$ cat src/rtl/nif_pkg.sv
package nif_pkg;
  localparam int FLIT_W        = 64;
  localparam int DATA_BYTES    = 7;
  localparam int DATA_W        = DATA_BYTES * 8;
  localparam int FLITS_PER_MSG = 8;
  localparam int PAYLOAD_BYTES = DATA_BYTES * FLITS_PER_MSG;
  localparam int PAYLOAD_W     = PAYLOAD_BYTES * 8;
  localparam int NODE_W        = 6;
  localparam int IDX_W         = $clog2(FLITS_PER_MSG);
  localparam int HEAD_BIT      = 63;
  localparam int TAIL_BIT      = 62;
endpackage

$ cat src/rtl/nif_fifo.sv
module nif_fifo #(
  parameter int W     = 64,
  parameter int DEPTH = 8
) (
  input  logic         clk,
  input  logic         rst_n,
  input  logic         push,
  input  logic [W-1:0] wdata,
  input  logic         pop,
  output logic [W-1:0] rdata,
  output logic         empty,
  output logic         full
);
  localparam int PTR_W = (DEPTH > 1) ? $clog2(DEPTH) : 1;
  localparam int CNT_W = $clog2(DEPTH + 1);

  logic [W-1:0]     mem [DEPTH];
  logic [PTR_W-1:0] wr_q, wr_d, rd_q, rd_d;
  logic [CNT_W-1:0] cnt_q, cnt_d;

  assign empty = (cnt_q == '0);
  assign full  = (cnt_q == CNT_W'(DEPTH));
  assign rdata = mem[rd_q];

  always_comb begin
    wr_d  = wr_q;
    rd_d  = rd_q;
    cnt_d = cnt_q;
    if (push) wr_d = (wr_q == PTR_W'(DEPTH - 1)) ? '0 : wr_q + 1'b1;
    if (pop)  rd_d = (rd_q == PTR_W'(DEPTH - 1)) ? '0 : rd_q + 1'b1;
    if (push && !pop) cnt_d = cnt_q + 1'b1;
    else if (pop && !push) cnt_d = cnt_q - 1'b1;
  end

  always_ff @(posedge clk or negedge rst_n) begin
    if (!rst_n) begin
      wr_q  <= '0;
      rd_q  <= '0;
      cnt_q <= '0;
    end else begin
      wr_q  <= wr_d;
      rd_q  <= rd_d;
      cnt_q <= cnt_d;
    end
  end

  always_ff @(posedge clk) begin
    if (push) mem[wr_q] <= wdata;
  end

  // storage is never written past its depth
  a_r6_no_overflow: assert property (@(posedge clk) disable iff (!rst_n)
    push |-> (!full || pop));
  // nothing is taken from an empty store
  a_r4_no_underflow: assert property (@(posedge clk) disable iff (!rst_n)
    pop |-> !empty);
endmodule

$ cat src/rtl/nif_tx_packer.sv
module nif_tx_packer
  import nif_pkg::*;
(
  input  logic                 clk,
  input  logic                 rst_n,
  input  logic                 msg_valid,
  input  logic [NODE_W-1:0]    msg_node,
  input  logic [PAYLOAD_W-1:0] msg_payload,
  output logic                 msg_pop,
  input  logic                 flit_full,
  output logic                 flit_push,
  output logic [FLIT_W-1:0]    flit_data
);
  logic [IDX_W-1:0] idx_q, idx_d;
  logic             is_head, is_tail;

  assign is_head   = (idx_q == '0);
  assign is_tail   = (idx_q == IDX_W'(FLITS_PER_MSG - 1));
  assign flit_push = msg_valid && !flit_full;
  assign msg_pop   = flit_push && is_tail;

  always_comb begin
    flit_data[HEAD_BIT]  = is_head;
    flit_data[TAIL_BIT]  = is_tail;
    flit_data[61:56]     = is_head ? msg_node : NODE_W'(idx_q);
    flit_data[DATA_W-1:0] = msg_payload[int'(idx_q)*DATA_W +: DATA_W];
  end

  always_comb begin
    idx_d = idx_q;
    if (flit_push) idx_d = is_tail ? '0 : idx_q + 1'b1;
  end

  always_ff @(posedge clk or negedge rst_n) begin
    if (!rst_n) idx_q <= '0;
    else        idx_q <= idx_d;
  end

  // a message stays at the queue head, unchanged, until its tail flit leaves
  a_r4_msg_held: assert property (@(posedge clk) disable iff (!rst_n)
    (flit_push && !is_tail) |=> (msg_valid && $stable(msg_node)));
endmodule

$ cat src/rtl/nif_rx_assembler.sv
module nif_rx_assembler
  import nif_pkg::*;
(
  input  logic                 clk,
  input  logic                 rst_n,
  input  logic                 flit_avail,
  input  logic [FLIT_W-1:0]    flit_data,
  output logic                 flit_pop,
  output logic                 rx_valid,
  input  logic                 rx_ready,
  output logic [NODE_W-1:0]    rx_src,
  output logic [PAYLOAD_W-1:0] rx_payload
);
  logic                 valid_q, valid_d;
  logic [IDX_W-1:0]     idx_q, idx_d;
  logic [NODE_W-1:0]    src_q, src_d;
  logic [PAYLOAD_W-1:0] pay_q, pay_d;
  logic                 f_head, f_tail;
  int                   slot;

  assign f_head   = flit_data[HEAD_BIT];
  assign f_tail   = flit_data[TAIL_BIT];
  assign flit_pop = flit_avail && !valid_q;
  assign slot     = f_head ? 0 : int'(idx_q);

  always_comb begin
    valid_d = valid_q;
    idx_d   = idx_q;
    src_d   = src_q;
    pay_d   = pay_q;
    if (valid_q && rx_ready) valid_d = 1'b0;
    if (flit_pop) begin
      pay_d[slot*DATA_W +: DATA_W] = flit_data[DATA_W-1:0];
      idx_d = IDX_W'(slot + 1);
      if (f_head) src_d = flit_data[61:56];
      if (f_tail) valid_d = 1'b1;
    end
  end

  always_ff @(posedge clk or negedge rst_n) begin
    if (!rst_n) begin
      valid_q <= 1'b0;
      idx_q   <= '0;
      src_q   <= '0;
    end else begin
      valid_q <= valid_d;
      idx_q   <= idx_d;
      src_q   <= src_d;
    end
  end

  always_ff @(posedge clk) begin
    if (flit_pop) pay_q <= pay_d;
  end

  assign rx_valid   = valid_q;
  assign rx_src     = src_q;
  assign rx_payload = pay_q;

  // an offered message holds still until the core takes it
  a_r10_rx_hold: assert property (@(posedge clk) disable iff (!rst_n)
    (rx_valid && !rx_ready) |=> (rx_valid && $stable(rx_src) && $stable(rx_payload)));
  // a message is offered only after a tail flit was taken in
  a_r9_tail_first: assert property (@(posedge clk) disable iff (!rst_n)
    $rose(rx_valid) |-> $past(flit_pop && f_tail));
endmodule

$ cat src/rtl/nif_top.sv
module nif_top
  import nif_pkg::*;
#(
  parameter int MSGQ_DEPTH    = 4,
  parameter int FLITBUF_DEPTH = 8,
  parameter int NODE_BASE     = 5
) (
  input  logic                 clk,
  input  logic                 rst_n,
  input  logic                 req_valid,
  output logic                 req_ready,
  input  logic [NODE_W-1:0]    req_core_id,
  input  logic [5:0]           req_nbytes,
  input  logic [PAYLOAD_W-1:0] req_payload,
  output logic                 out_valid,
  input  logic                 out_ready,
  output logic [FLIT_W-1:0]    out_flit,
  input  logic                 in_valid,
  output logic                 in_ready,
  input  logic [FLIT_W-1:0]    in_flit,
  output logic                 rx_valid,
  input  logic                 rx_ready,
  output logic [NODE_W-1:0]    rx_src,
  output logic [PAYLOAD_W-1:0] rx_payload
);
  localparam int MSG_W = NODE_W + PAYLOAD_W;

  logic [1:0] rst_pipe;
  logic       rst_s;

  always_ff @(posedge clk or negedge rst_n) begin
    if (!rst_n) rst_pipe <= 2'b00;
    else        rst_pipe <= {rst_pipe[0], 1'b1};
  end
  assign rst_s = rst_pipe[1];

  logic [NODE_W-1:0]    dest_node;
  logic [PAYLOAD_W-1:0] padded;

  assign dest_node = NODE_W'(int'(req_core_id) + NODE_BASE);

  always_comb begin
    for (int j = 0; j < PAYLOAD_BYTES; j++) begin
      padded[8*j +: 8] = (j < int'(req_nbytes)) ? req_payload[8*j +: 8] : 8'h00;
    end
  end

  logic             mq_push, mq_pop, mq_empty, mq_full;
  logic [MSG_W-1:0] mq_rdata;

  assign req_ready = !mq_full;
  assign mq_push   = req_valid && req_ready;

  nif_fifo #(.W(MSG_W), .DEPTH(MSGQ_DEPTH)) u_msgq (
    .clk(clk), .rst_n(rst_s),
    .push(mq_push), .wdata({dest_node, padded}),
    .pop(mq_pop), .rdata(mq_rdata),
    .empty(mq_empty), .full(mq_full)
  );

  logic              ob_push, ob_pop, ob_empty, ob_full;
  logic [FLIT_W-1:0] ob_wdata;

  nif_tx_packer u_pack (
    .clk(clk), .rst_n(rst_s),
    .msg_valid(!mq_empty),
    .msg_node(mq_rdata[MSG_W-1 -: NODE_W]),
    .msg_payload(mq_rdata[PAYLOAD_W-1:0]),
    .msg_pop(mq_pop),
    .flit_full(ob_full),
    .flit_push(ob_push),
    .flit_data(ob_wdata)
  );

  assign out_valid = !ob_empty;
  assign ob_pop    = out_valid && out_ready;

  nif_fifo #(.W(FLIT_W), .DEPTH(FLITBUF_DEPTH)) u_outbuf (
    .clk(clk), .rst_n(rst_s),
    .push(ob_push), .wdata(ob_wdata),
    .pop(ob_pop), .rdata(out_flit),
    .empty(ob_empty), .full(ob_full)
  );

  logic              ib_push, ib_pop, ib_empty, ib_full;
  logic [FLIT_W-1:0] ib_rdata;

  assign in_ready = !ib_full;
  assign ib_push  = in_valid && in_ready;

  nif_fifo #(.W(FLIT_W), .DEPTH(FLITBUF_DEPTH)) u_inbuf (
    .clk(clk), .rst_n(rst_s),
    .push(ib_push), .wdata(in_flit),
    .pop(ib_pop), .rdata(ib_rdata),
    .empty(ib_empty), .full(ib_full)
  );

  nif_rx_assembler u_asm (
    .clk(clk), .rst_n(rst_s),
    .flit_avail(!ib_empty), .flit_data(ib_rdata), .flit_pop(ib_pop),
    .rx_valid(rx_valid), .rx_ready(rx_ready),
    .rx_src(rx_src), .rx_payload(rx_payload)
  );

  // a stalled outgoing flit stays put
  a_r4_out_hold: assert property (@(posedge clk) disable iff (!rst_s)
    (out_valid && !out_ready) |=> (out_valid && $stable(out_flit)));
  // the queue never refuses while empty of messages
  a_r6_ready_when_empty: assert property (@(posedge clk) disable iff (!rst_s)
    (mq_empty |-> req_ready));
endmodule

$ cat config.mk
export PLATFORM = sky130hd
export DESIGN_NAME = nif_top
export DESIGN_NICKNAME = d
export VERILOG_FILES = /design/src/rtl/nif_pkg.sv /design/src/rtl/nif_fifo.sv /design/src/rtl/nif_tx_packer.sv /design/src/rtl/nif_rx_assembler.sv /design/src/rtl/nif_top.sv
export SDC_FILE = /design/constraint.sdc
export NUM_CORES = 2
export LEC_CHECK = 0
export BUFFER_PORTS_ARGS = -buffer_cell sky130_fd_sc_hd__buf_2
export CORE_ASPECT_RATIO = 1.4
export CORE_UTILIZATION = 39
export CTS_CLUSTER_SIZE = 40
export DETAILED_ROUTE_END_ITERATION = 8
export GPL_ROUTABILITY_DRIVEN = 0
export SLEW_MARGIN = 20
export SYNTH_ARGS = -nofsm -noshare
export SYNTH_HDL_FRONTEND = slang
export SYNTH_SLANG_ARGS = --single-unit
$ cat constraint.sdc
create_clock -name clk -period 3.3 [get_ports clk]
set_input_delay 0.99 -clock clk [delete_from_list [all_inputs] [get_ports clk]]
set_output_delay 0.99 -clock clk [all_outputs]
set_load 0.005 [all_outputs]
# Word-level counts from Yosys, hierarchy flattened
# Memories as Yosys holds them, arrays and structs flattened.
# Cells that the tools add are included.
# word_totals
n_memories,3
reg_bits,490
rom_bits,0
ramBits,2840
output_inout_bits,522
latchBits,0
elab_cells,220
input_bits,530
# op_classes
order_cmp,56
n_div,0
n_bitwise,0
n_mul,2
shift,3
eq_ne,10
muxes,81
addsub,16
n_reduce_logical,34
# mem_list
name,depth,width,rd,rd_clocked_by_memory_dff,wr,line,source
u_msgq.mem,4,454,1,0,1,nif_fifo.sv:17,logic [W-1:0] mem [DEPTH];
u_inbuf.mem,8,64,1,0,1,nif_fifo.sv:17,
u_outbuf.mem,8,64,1,0,1,nif_fifo.sv:17,
# ops
operator,n
$bwmux W448,1
$mux W8,56
$shift A56 B33 Y448 const A,1
$shiftx A448 B32 Y56,1
$shiftx A56 B33 Y448,1
$lt A6 B6 Y1 const A,24
$lt A5 B6 Y1 const A,16
$lt A4 B6 Y1 const A,8
$neg A32 Y33,1
$mul A32 B4 Y29 const B,1
$lt A3 B6 Y1 const A,4
$mux W3,8
$add A3 B1 Y3 const B,6
$eq A3 B3 Y1 const B,6
$mux W4,4
$logic_and A1 B1 Y1,13
$logic_not A1 Y1,13
$lt A1 B6 Y1 const A,2
$lt A2 B6 Y1 const A,2
$mux W1,9
$add A4 B1 Y4 const B,2
$eq A4 B4 Y1 const B,2
$logic_not A4 Y1,2
$sub A4 B1 Y4 const B,2
other kinds (11),17

# Depth between registers and ports, before layout
# logic_depth
word_depth,7
ltp_mapped,23

# Cells and area by module
# Synthesis repeated with hierarchy kept, for this count alone.
# unflattened
hier_cells,6784
area_unflattened_um2,137360.5
# by_module_without_submodules
mod,instances,cells_each,area_per_inst_um2
nif_fifo at u_msgq,1,2409,67477.2
nif_rx_assembler,1,1880,21973.6
nif_fifo at u_inbuf,1,806,19851.5
nif_fifo at u_outbuf,1,804,19844.0
nif_top,1,661,4419.2
nif_tx_packer,1,224,3794.9

# Worst setup path before layout
# Ideal clock, no wire load.
# synth_path
kind,input-to-reg
from,input port req_valid
to,memory u_msgq.mem[0][0] (netlist bit) (enable)
required_time_ns,2.420
setup_time_ns,0.880
n_path_buf,0
cell_stages,1
arrival_time_ns,11.333
path_slack_ns,-8.912
path_cell_list,and3_1
# synth_between
elab_chain_cells,3
# synth_rtl
element,line,source
from (decl),nif_top.sv:10,"input logic req_valid,"
$logic_and A1 B1 Y1,nif_top.sv:52,assign mq_push = req_valid && req_ready;
$mux W1,nif_fifo.sv:48,if (push) mem[wr_q] <= wdata;
$mux W1 (not written as such),nif_fifo.sv:48,
to (decl),nif_fifo.sv:17,
# Every way passes these cells.

# Worst setup path in the final report
# layout_path
from,register u_inbuf.rd_q[0]
to,"register u_asm.pay_q[42], in the netlist u_asm.rx_payload[42], data pin"
# layout_between
elab_chain_cells,6
# layout_rtl
element,line,source
from (decl),nif_fifo.sv:18,"logic [PTR_W-1:0] wr_q, wr_d, rd_q, rd_d;"
from (signal assigned),nif_fifo.sv:42,rd_q <= rd_d;
$mem_v2 Z8 W64 *,n/a,
$mux W3,nif_rx_assembler.sv:24,assign slot = f_head ? 0 : int'(idx_q);
$mul A32 B4 Y29,nif_rx_assembler.sv:33,pay_d[slot*DATA_W +: DATA_W] = flit_data[DATA_W-1:0];
$neg A32 Y33,nif_rx_assembler.sv:33,
$shiftx A56 B33 Y448 / $shift A56 B33 Y448 (equally long branches),nif_rx_assembler.sv:33,
$bwmux W448 *,nif_rx_assembler.sv:33,
to (signal assigned),nif_rx_assembler.sv:53,if (flit_pop) pay_q <= pay_d;
to (decl),nif_rx_assembler.sv:17,"logic [PAYLOAD_W-1:0] pay_q, pay_d;"
# Mark *: on every way between the ends. The rest lies on a longest branch, timed or not.
# A chain may end at the register's enable or synchronous reset.

==> run metrics <==
most frequent CP cell buf_6; failing checks DRC, setup timing; chip width 497 um; R2R Path Start u_inbuf.rd_q[0]; IO buf count 1051; slew margin rel. 17.9%; Die Height 696 um; ys async rst share 1.26%; initial antenna violation count 194; DP HPWL 340000 um; max_cap viols 0; Hold Vio Cnt, Final 0; crit path from u_inbuf.rd_q[0]; Synth Area per Inst 20.1 sq um; unrepaired setup endpoints after global routing true; Tot Pwr 0.215 W; DP Area 154000 sq um; fin nets 9352; worst-path fanout max 8; fin. max-slew vios 0; GRT Util Overall 27.6%; ys flop type edfxtp_1; global-route wire length before repair 655000 um; Root Buffer clkbuf_16; antenna viol nets, final 0; WHS Path Cells 0; crit-path cells mux2i_4 -> a22o_4 -> o21ai_4 -> inv_4 -> buf_6 -> fa_2 -> buf_6 -> and3b_2 -> nor4b_4 -> o221ai_2 -> nor3_4 -> buf_6 -> buf_12 -> buf_8 -> buf_6 -> nor2_4 -> buf_12 -> a21oi_2 -> buf_4 -> o22ai_2; LEAKAGE 57.8 nW; core area 342000 sq um; pin count of the biggest net entering global routing 73; Synth top area share 73.7%; layout cell share with drive strength beyond 1 45.6%; total number of vias 79900; status finished, violations left; cell area after synthesis 134000 sq um; Final setup viols 960; Crit path depth 20; number of fillers in the final layout 27700; Clock Sinks 3330; TNS Setup -1026.81 ns; final instance area 170000 sq um; Synth cell types 109; CTS tree done; cell with the most instances after synthesis edfxtp_1; Final min period 4.86 ns; grt ovf 0; Post-synth EDFFs 3288; drt wl/cell 36.0 um; pre-CTS setup slack -1.60 ns; DR vias/cell 5.84; 1st-pass router iterations 9; DR iter-0 viols 9021; Power Density 1260 nW/um^2; Bufs and invs on worst path 9; Yosys reg bits 3330; Setup CP Type flop to flop; final WL 492000 um; Worst setup SP type flop; Max stage delay on crit path 0.56 ns; CP top delay family compound AO/OA/AOI/OAI gates; reg2reg path depth 20; Critical Path RT 3.95 ns; IO Count 1052; slack of the critical path -1.56 ns; sequential element share of the synthesized area 74.5%; largest cells by area after synthesis edfxtp_1 (74%), mux4_2 (14%), and2_1 (1.5%), mux2_2 (1.4%), nor2_1 (1.1%); Die ar. 346000 sq um; DRC viols 1; clk slew on worst S/H paths 0.06 ns; Worst path slowest cell dfrtp_4; Hold WC Path Type flop to flop; number of global-route vias before repair 79100; Worst-Skew Late Latency 0.93 ns; part of the cycle the worst path needs 147%; max frequency 0.206 GHz; Worst Skew 0.117 ns; clk buf depth 4; slew at the pin closest to its max-slew limit 1.22 ns; critical path capture point type flop; data arrival time of the worst path 5.51 ns; Ys Warns 0; syn_nets 7235; Area growth syn-to-layout 27.1%; synth cell count leaders edfxtp_1 (3288), mux4_2 (817), nor2_1 (406), and2_1 (315), clkbuf_1 (201); Syn Inst Count 6668; Hold Startpoint rst_pipe[0]; # rows 254; leading area contributor after synthesis edfxtp_1; H-tree depth 5; Hold WS 0.352 ns; Inserted Clock Buffers 325; Worst VDD drop 1.48 mV; starting density of the core 39.2%
==> through the flow <==
stage,std cells,utilization (%)
floorplan,6668,-
global placement,12800,45.1
detailed placement,12800,45.1
CTS,13400,48.8
global route,13600,49.8
finish,13700,49.8
==> layer usage <==
| metal | part of all wire [%] | wire length (um) | GRT usage (%) |
|---|---|---|---|
| met5 | 0.14 | 683 | 0.0558 |
| met4 | 7.7 | 38100 | 18.4 |
| met3 | 9.9 | 48700 | 8.41 |
| met2 | 49 | 242000 | 46.0 |
| met1 | 33 | 163000 | 30.5 |
==> repair_timing <==
action / CTS / global route
pin swaps: 88 / 117
setup buffers: 50 / 83
cloned: 15 / 25
hold buffers: 1 / 0
gates resized for setup: 307 / 446
endpoints found under the hold margin: 2 / 0
endpoints found under the setup margin: 960 / 979
==> sequential cells by signal, summed over array words and instances, names as in the netlist, 2 cells and up <==
signal	flops
u_outbuf.mem	512
u_pack.idx_q	3
u_msgq.cnt_q	3
u_outbuf.rd_q	3
u_outbuf.cnt_q	4
u_inbuf.cnt_q	4
u_asm.idx_q	3
rst_pipe	2
u_inbuf.wr_q	3
u_asm.rx_payload	448
u_msgq.rd_q	2
u_outbuf.wr_q	3
u_msgq.mem	1816
u_msgq.wr_q	2
u_asm.rx_src	6
u_inbuf.rd_q	3
u_inbuf.mem	512
==> worst register-to-register path, cell delays in order (launching register included) <==
cell and delay [ns]:
dfrtp_4 0.56, mux2i_4 0.22, a22o_4 0.29, o21ai_4 0.18, inv_4 0.06, buf_6 0.12, fa_2 0.54, buf_6 0.10
and3b_2 0.23, nor4b_4 0.33, o221ai_2 0.17, nor3_4 0.27, buf_6 0.17, buf_12 0.13, buf_8 0.11, buf_6 0.09
nor2_4 0.06, buf_12 0.18, a21oi_2 0.55, buf_4 0.23, o22ai_2 0.06
==> path summary, 6_finish.rpt <==
check                      slack [ns]                   end
max reg2reg                     -1.56  u_asm.rx_payload[42]
min in group asynchronous        0.40       u_asm.rx_src[0]
max                             -1.56  u_asm.rx_payload[42]
min reg2reg                      0.35           rst_pipe[1]
max in group asynchronous        2.01      u_outbuf.rd_q[1]
min                              0.35           rst_pipe[1]
==> area by class of cell <==
class | count | area [sq um] | area share, %
tap | 4480 | 5610 | 3.29
sequential | 3330 | 99800 | 58.6
clock buffer | 392 | 8570 | 5.03
antenna | 160 | 400 | 0.235
timing repair buffer | 2141 | 18000 | 10.5
clock inverter | 187 | 2010 | 1.18
multi-input combinational | 2942 | 35800 | 21.0
inverter | 45 | 209 | 0.123
==> logic make-up after synthesis <==
group / Yosys count / share of synthesized area, %
adders and majority gates: 37 / 0.368
AOI/OAI and AO/OA: 593 / 3.13
muxes: 1072 / 15.9
other: 1 / 0.00280
buffers and inverters: 401 / 1.32
and+or+nand+nor: 1211 / 4.63
DFF: 3330 / 74.5
xor gates and xnor gates: 23 / 0.171
==> cells in the final DEF (no fill, tap or decap), types with 65 or more instances in the layout <==
cell       netlist  layout
and2_1         315     307
clkbuf_16        0     345
diode_2          0     160
nand2_1        138     118
buf_12           2     271
edfxtp_1      3288    3288
buf_2           67    1051
nor2_1         406     280
mux4_2         817     817
mux2i_1         65      65
mux2_2         169     166
buf_4           12     646
nor2b_1        123     119
nor2_4           2      92
a21oi_1        108      75
buf_6           11     122
o22ai_1        165      99
==> power by group <==
| part | internal (W) | total (W) | switching [W] |
|---|---|---|---|
| logic | 0.0458 | 0.113 | 0.0669 |
| clock network | 0.0214 | 0.0376 | 0.0163 |
| registers | 0.0608 | 0.0648 | 0.00398 |
| total | 0.128 | 0.215 | 0.0871 |
No activity file was read; power rests on OpenSTA's default activity.
